==> src/rtl/kbc_pkg.sv <==
package kbc_pkg;
  localparam int unsigned BYTE_W = 8;

  // mode byte bit positions
  localparam int unsigned MODE_KBD_OFF_BIT   = 4;
  localparam int unsigned MODE_MOUSE_OFF_BIT = 5;
  localparam int unsigned MODE_XLATE_BIT     = 6;

  // output-port bit positions
  localparam int unsigned OPORT_RUN_BIT = 0;
  localparam int unsigned OPORT_A20_BIT = 1;

  // status byte bit positions
  localparam int unsigned STAT_SELFTEST_BIT = 2;
  localparam int unsigned STAT_LASTCMD_BIT  = 3;
  localparam int unsigned STAT_UNLOCK_BIT   = 4;

  typedef enum logic [2:0] {
    TGT_NONE   = 3'd0,
    TGT_MODE   = 3'd1,
    TGT_OPORT  = 3'd2,
    TGT_KREPLY = 3'd3,
    TGT_AREPLY = 3'd4,
    TGT_MOUSE  = 3'd5
  } tgt_e;

  typedef struct packed {
    logic              rd_mode;
    logic              rd_oport;
    logic              rd_const;
    logic [BYTE_W-1:0] const_val;
    logic              set_selftest;
    logic              set_tgt;
    tgt_e              tgt;
    logic              mouse_off;
    logic              mouse_on;
    logic              kbd_off;
    logic              kbd_on;
    logic              a20_on;
    logic              a20_off;
    logic              pulse_rst;
  } cmd_dec_t;
endpackage

==> src/rtl/kbc_cmd_decode.sv <==
module kbc_cmd_decode
  import kbc_pkg::*;
(
  input  logic [BYTE_W-1:0] cmd,
  output cmd_dec_t          dec
);
  always_comb begin
    dec = '0;
    dec.tgt = TGT_NONE;
    if (cmd[7:4] == 4'hF) begin
      // pulse family: bit 0 low pulses reset, high does nothing
      dec.pulse_rst = ~cmd[0];
    end else begin
      unique case (cmd)
        8'h20: dec.rd_mode  = 1'b1;
        8'hD0: dec.rd_oport = 1'b1;
        8'hAA: begin
          dec.set_selftest = 1'b1;
          dec.rd_const     = 1'b1;
          dec.const_val    = 8'h55;
        end
        8'hA9, 8'hAB, 8'hC0: begin
          dec.rd_const  = 1'b1;
          dec.const_val = 8'h00;
        end
        8'h60: begin dec.set_tgt = 1'b1; dec.tgt = TGT_MODE;   end
        8'hD1: begin dec.set_tgt = 1'b1; dec.tgt = TGT_OPORT;  end
        8'hD2: begin dec.set_tgt = 1'b1; dec.tgt = TGT_KREPLY; end
        8'hD3: begin dec.set_tgt = 1'b1; dec.tgt = TGT_AREPLY; end
        8'hD4: begin dec.set_tgt = 1'b1; dec.tgt = TGT_MOUSE;  end
        8'hA7: dec.mouse_off = 1'b1;
        8'hA8: dec.mouse_on  = 1'b1;
        8'hAD: dec.kbd_off   = 1'b1;
        8'hAE: dec.kbd_on    = 1'b1;
        8'hDF: dec.a20_on    = 1'b1;
        8'hDD: dec.a20_off   = 1'b1;
        default: ; // unknown: no action
      endcase
    end
  end
endmodule

==> src/rtl/kbc_state.sv <==
module kbc_state
  import kbc_pkg::*;
#(
  parameter logic [BYTE_W-1:0] RESET_MODE  = 8'h03,
  parameter logic [BYTE_W-1:0] RESET_OPORT = 8'h03
) (
  input  logic              clk,
  input  logic              rst_n,
  input  logic              wr_en,
  input  logic              wr_cmd,
  input  logic [BYTE_W-1:0] wr_data,
  input  cmd_dec_t          dec,
  output logic [BYTE_W-1:0] mode_q,
  output logic [BYTE_W-1:0] oport_q,
  output logic              selftest_q,
  output tgt_e              tgt_q
);
  logic [BYTE_W-1:0] mode_d, oport_d;
  logic              selftest_d;
  tgt_e              tgt_d;
  logic              cmd_we, data_we;

  assign cmd_we  = wr_en &  wr_cmd;
  assign data_we = wr_en & ~wr_cmd;

  always_comb begin
    mode_d     = mode_q;
    oport_d    = oport_q;
    selftest_d = selftest_q;
    tgt_d      = tgt_q;
    if (cmd_we) begin
      if (dec.mouse_off)    mode_d[MODE_MOUSE_OFF_BIT] = 1'b1;
      if (dec.mouse_on)     mode_d[MODE_MOUSE_OFF_BIT] = 1'b0;
      if (dec.kbd_off)      mode_d[MODE_KBD_OFF_BIT]   = 1'b1;
      if (dec.kbd_on)       mode_d[MODE_KBD_OFF_BIT]   = 1'b0;
      if (dec.a20_on)       oport_d[OPORT_A20_BIT]     = 1'b1;
      if (dec.a20_off)      oport_d[OPORT_A20_BIT]     = 1'b0;
      if (dec.set_selftest) selftest_d = 1'b1;
      if (dec.set_tgt)      tgt_d      = dec.tgt;
    end else if (data_we) begin
      tgt_d = TGT_NONE;
      if (tgt_q == TGT_MODE)  mode_d  = wr_data;
      if (tgt_q == TGT_OPORT) oport_d = wr_data;
    end
  end

  always_ff @(posedge clk or negedge rst_n) begin
    if (!rst_n) begin
      mode_q     <= RESET_MODE;
      oport_q    <= RESET_OPORT;
      selftest_q <= 1'b0;
      tgt_q      <= TGT_NONE;
    end else if (wr_en) begin
      mode_q     <= mode_d;
      oport_q    <= oport_d;
      selftest_q <= selftest_d;
      tgt_q      <= tgt_d;
    end
  end
endmodule

==> src/rtl/kbc_emit.sv <==
module kbc_emit
  import kbc_pkg::*;
(
  input  logic              clk,
  input  logic              rst_n,
  input  logic              wr_en,
  input  logic              wr_cmd,
  input  logic [BYTE_W-1:0] wr_data,
  input  cmd_dec_t          dec,
  input  tgt_e              tgt_q,
  input  logic [BYTE_W-1:0] mode_q,
  input  logic [BYTE_W-1:0] oport_q,
  output logic              rep_valid,
  output logic              rep_aux,
  output logic [BYTE_W-1:0] rep_data,
  output logic              dev_valid,
  output logic              dev_to_mouse,
  output logic [BYTE_W-1:0] dev_data,
  output logic              sys_rst_req
);
  logic              rv_d, ra_d, dv_d, dm_d, rst_d;
  logic [BYTE_W-1:0] rd_d, dd_d;

  always_comb begin
    rv_d  = 1'b0;
    ra_d  = 1'b0;
    rd_d  = '0;
    dv_d  = 1'b0;
    dm_d  = 1'b0;
    dd_d  = '0;
    rst_d = 1'b0;
    if (wr_en && wr_cmd) begin
      rv_d  = dec.rd_mode | dec.rd_oport | dec.rd_const;
      rd_d  = dec.rd_mode ? mode_q : (dec.rd_oport ? oport_q : dec.const_val);
      rst_d = dec.pulse_rst;
    end else if (wr_en) begin
      unique case (tgt_q)
        TGT_KREPLY: begin rv_d = 1'b1; rd_d = wr_data; end
        TGT_AREPLY: begin rv_d = 1'b1; ra_d = 1'b1; rd_d = wr_data; end
        TGT_MOUSE:  begin dv_d = 1'b1; dm_d = 1'b1; dd_d = wr_data; end
        TGT_NONE:   begin dv_d = 1'b1; dd_d = wr_data; end
        TGT_OPORT:  rst_d = ~wr_data[OPORT_RUN_BIT];
        default: ;
      endcase
    end
  end

  always_ff @(posedge clk or negedge rst_n) begin
    if (!rst_n) begin
      rep_valid    <= 1'b0;
      rep_aux      <= 1'b0;
      rep_data     <= '0;
      dev_valid    <= 1'b0;
      dev_to_mouse <= 1'b0;
      dev_data     <= '0;
      sys_rst_req  <= 1'b0;
    end else begin
      rep_valid    <= rv_d;
      dev_valid    <= dv_d;
      sys_rst_req  <= rst_d;
      if (rv_d) begin
        rep_aux  <= ra_d;
        rep_data <= rd_d;
      end
      if (dv_d) begin
        dev_to_mouse <= dm_d;
        dev_data     <= dd_d;
      end
    end
  end
endmodule

==> src/rtl/kbd_ctl_cmd.sv <==
module kbd_ctl_cmd
  import kbc_pkg::*;
#(
  parameter logic [7:0] RESET_MODE  = 8'h03,
  parameter logic [7:0] RESET_OPORT = 8'h03
) (
  input  logic       clk,
  input  logic       rst_n,
  input  logic       wr_en,
  input  logic       wr_cmd,
  input  logic [7:0] wr_data,
  output logic [7:0] status,
  output logic       rep_valid,
  output logic       rep_aux,
  output logic [7:0] rep_data,
  output logic       dev_valid,
  output logic       dev_to_mouse,
  output logic [7:0] dev_data,
  output logic       a20_gate,
  output logic       sys_rst_req,
  output logic       xlate_en
);
  cmd_dec_t          dec;
  logic [BYTE_W-1:0] mode_q, oport_q;
  logic              selftest_q;
  tgt_e              tgt_q;

  kbc_cmd_decode u_dec (.cmd(wr_data), .dec(dec));

  kbc_state #(.RESET_MODE(RESET_MODE), .RESET_OPORT(RESET_OPORT)) u_state (
    .clk, .rst_n, .wr_en, .wr_cmd, .wr_data, .dec,
    .mode_q, .oport_q, .selftest_q, .tgt_q
  );

  kbc_emit u_emit (
    .clk, .rst_n, .wr_en, .wr_cmd, .wr_data, .dec, .tgt_q, .mode_q, .oport_q,
    .rep_valid, .rep_aux, .rep_data, .dev_valid, .dev_to_mouse, .dev_data,
    .sys_rst_req
  );

  always_comb begin
    status = '0;
    status[STAT_SELFTEST_BIT] = selftest_q;
    status[STAT_LASTCMD_BIT]  = 1'b1;
    status[STAT_UNLOCK_BIT]   = 1'b1;
  end

  assign a20_gate = oport_q[OPORT_A20_BIT];
  assign xlate_en = mode_q[MODE_XLATE_BIT];
endmodule

==> config.mk <==
export PLATFORM = sky130hd
export DESIGN_NAME = kbd_ctl_cmd
export DESIGN_NICKNAME = d
export VERILOG_FILES = /design/src/rtl/kbc_pkg.sv /design/src/rtl/kbc_cmd_decode.sv /design/src/rtl/kbc_state.sv /design/src/rtl/kbc_emit.sv /design/src/rtl/kbd_ctl_cmd.sv
export SDC_FILE = /design/constraint.sdc
export NUM_CORES = 1
export LEC_CHECK = 0
export ABC_AREA = 1
export BUFFER_PORTS_ARGS = -buffer_cell sky130_fd_sc_hd__buf_2
export CORE_ASPECT_RATIO = 0.6
export CORE_MARGIN = 1.5
export CORE_UTILIZATION = 45
export DETAILED_ROUTE_END_ITERATION = 6
export PLACE_DENSITY = 0.73
export SETUP_SLACK_MARGIN = 0.05
export SLEW_MARGIN = 0
export SYNTH_ARGS = -nofsm -noshare
export SYNTH_HDL_FRONTEND = slang
export SYNTH_SLANG_ARGS = --single-unit
==> constraint.sdc <==
create_clock -name clk -period 1.6 [get_ports clk]
set_input_delay 0.08 -clock clk [delete_from_list [all_inputs] [get_ports clk]]
set_output_delay 0.08 -clock clk [all_outputs]
set_load 0.05 [all_outputs]
==> results.md <==
* Postcts setup bufs at 0
* Hold path start: wr_data[0]
* Hold Crit Class: in -> reg
* Sequential area share after synthesis at 0.466
* I/O Pins at 43
* WL final at 5150 µm
* Post-synthesis mux area share at 0
* Hold Slack at approximately 0.08 ns
* Crit path max fanout at 10
* Clock buffer depth at 2
* First-pass GRT wire length at slightly above 8000 µm
* Clock skew at 0.00903 ns
* Design Power at 2.50 mW
* Worst-skew pair later-pin latency at around 0.3 ns
* R2R setup slack at 0.18 ns
* Clk sinks at 41
* CTS tree: yes
* Hold Vio Cnt, Final at 0
* Mean number of vias per cell at 5.18
* Nets at ~320
* Number of enable flip-flop cells after synthesis at 0
* Routability cong. at 0.941
* Largest net degree at the start of global routing at 42
* Core area at 0.00466 mm²
* Area leader, netlist: dfrtp_1
* Dpl hpwl at 3800 µm
* Top-area cell type share of the netlist area at 0.418
* Leakage at roughly 1.3 nW
* Crit path from: u_state.tgt_q[2]
* Hold path cells at 2
* Post-Synthesis Cell Area at 0.00221 mm²
* Unrepaired setup endpoints after global routing: no
* Gr ovfl total at 0
* Number of fill cells at 449
* Synth Instances at 273
* Sw Share at 0.367
* Worst reg2reg path depth at 6
* Max_cap viols at 0
* Clock share of power at 0.282
* 1st-iter DRT viols at 135
* Simple-gate share of the synthesized area at 0.343
* Syn Area/Cell at 8.11 µm²
* Worst-Margin Slew at just over 0.5 ns
* Synth area leaders: dfrtp_1, nand2_1, nand3_1
* Most common library cells after synthesis: nand2_1, dfrtp_1, nand3_1, nor2_1, a21oi_1
* Initial antenna violation count at 0
* Pins Over Slew Limit at 0
* Hold Path Sink: u_emit.sys_rst_req
* Met1 usage at 0.319
* CTS Buf Count at 5
* Fin cells at 376
* Combinational Power Share at 0.238
* Most frequent cell after synthesis: nand2_1
* Vias after detailed routing at approximately 1900
* Register area at between 0.001 and 0.0015 mm²
* Worst r2r dst: u_emit.rep_data[2]
* Slew margin rel. at 0.654
* Routed wire per std cell at about 14 µm
* Net Switching at 918 µW
* Clock-pin slew on the worst setup and hold paths at approximately 0.090 ns
* Capturing element type of the critical path: flop
* Placement row count at 19
* Total die area at between 0.005 and 0.006 mm²
* Starting density of the core at 0.475
* Placed insts at around 370
* Critical Path Start Type: flop
* Post-route DRC at 0
* Synth Area in Compound Gates at 0.100
* 1st-pass router iterations at 5
* FF+latch count, synth at 41
* N_diodes at 0
* H-tree depth at 2
* Gr busiest metal: met1
* Area share of fa/ha/maj cells after synthesis at 0
* Vias in the first global route at 1687
* Synth unique cells at 27
* Minimum clock period at between 1 and 1.5 ns
* Arr. time, crit path at about 1.6 ns
* CP Class: reg -> reg
* Chip Width at 93.5 µm
* Peak VDD IR at 0.538 mV
* TNS Setup at 0 ns
* Status: finished clean
* Routing usage on met3 at 0.0560
* XOR/XNOR share of the synthesized area at 0
* Power per cell area at 989 mW/mm²
* Multi-input gate area at 0.00102 mm²
* Combinational family with the most area after synthesis: simple AND/OR/NAND/NOR gates
* PortBufs at 35
* Sequential Power Share at 0.479
* Crit Reg-Reg Startpoint: u_state.tgt_q[2]
* Critical path data required time at about 1.8 ns
* GRT Util Overall at 0.206
* Final setup viols at 0
* Synth Flop Type: dfrtp_1
* P_int at about 1.6 mW
* YS warnings at 0
* Post-DRT Antenna Nets at 0
* Clk root buf: clkbuf_8
* Syn-to-layout area delta at 14.1%
* GRT met2 Usage at 0.281
* Part of the cycle the worst path needs at 0.890
* Die Y at between 50 and 60 µm
* Maximum clock rate at 0.702 GHz
* Layout cells sized above 1 at 0.275
* Ys async rst share at 1.00
layout make-up:
| class | count | share of cell area |
|---|---|---|
| clock inverter | 3 | 0.00842 |
| timing repair buffer | 41 | 0.0882 |
| inverter | 23 | 0.0342 |
| multi-input combinational | 200 | 0.402 |
| sequential | 41 | 0.408 |
| tap | 63 | 0.0312 |
| clock buffer | 5 | 0.0273 |
power by group through the flow:
stage,Clock (mW),Sequential [mW],Combinational [mW]
global route,0.772,1.21,0.636
finish,0.705,1.20,0.595
floorplan,0,1.44,0.218
detailed placement,0,1.22,0.593
CTS,0.717,1.20,0.597
global placement,0,1.22,0.587
state kept, by name, indices dropped and copies added (netlist names):
name and cells:
u_emit.dev_data 8, u_emit.dev_to_mouse 1, u_emit.dev_valid 1, u_emit.rep_aux 1
u_emit.rep_data 8, u_emit.rep_valid 1, u_emit.sys_rst_req 1, u_state.mode_q 8
u_state.oport_q 8, u_state.selftest_q 1, u_state.tgt_q 3
cells by family after synthesis:
logic type,after synthesis
and+or+nand+nor,154
DFF,41
AOI/OAI and AO/OA,39
buffers and inverters,37
other,2
worst max-delay path, cell delays in order, from the launching register on:
cell and delay, ns:
dfrtp_1 0.42, inv_1 0.17, nand3_1 0.11, o21a_2 0.27, buf_4 0.21, nand3_2 0.08, nand2_1 0.05
stage by stage:
| step | setup WS (ns) | area, µm² | utilization |
|---|---|---|---|
| finish | 0.175 | 2520 | 0.542 |
| global route | 0.0542 | 2520 | 0.542 |
| CTS | 0.154 | 2510 | 0.540 |
| global placement | 0.223 | 2410 | 0.518 |
| detailed placement | 0.184 | 2410 | 0.518 |
| floorplan | 0.355 | 2230 | - |
how the worst max path moves through the flow:
stage,endpoint,cells past startpoint
finish,u_emit.rep_data[2],6
global route,u_emit.dev_data[1],5
CTS,u_emit.rep_data[2],6
detailed placement,u_emit.rep_aux,6
global placement,u_emit.rep_data[3],6
floorplan,u_emit.rep_aux,7
per-layer routing:
layer | routed length [µm] | part of all wire | vias to the layer above
met3 | 491 | 0.095 | 8
met5 | 0 | 0 | -
met1 | 2520 | 0.49 | 897
met4 | 49 | 0.0095 | 0
met2 | 2090 | 0.41 | 87
li1 | - | - | 954
cell usage in the layout, fill, tap and decap left out, drive strengths merged:
cell type / instances
nor2: 38
conb: 7
o21a: 1
buf: 40
dfstp: 4
o211ai: 1
inv: 24
clkbuf: 5
o21bai: 1
dlygate4sd3: 1
o21ai: 18
nor3: 2
nand3: 41
a21oi: 18
dfrtp: 37
clkinv: 1
clkinvlp: 1
nand4: 6
nand2: 67
repair_timing:
item                                    4_1_cts  5_1_grt
hold buffers                                  1        0
endpoints found under the setup margin        0       11
endpoints found under the hold margin        37        0
gates resized for setup                       0        2
Note: power is estimated with default switching activity, not from simulation.
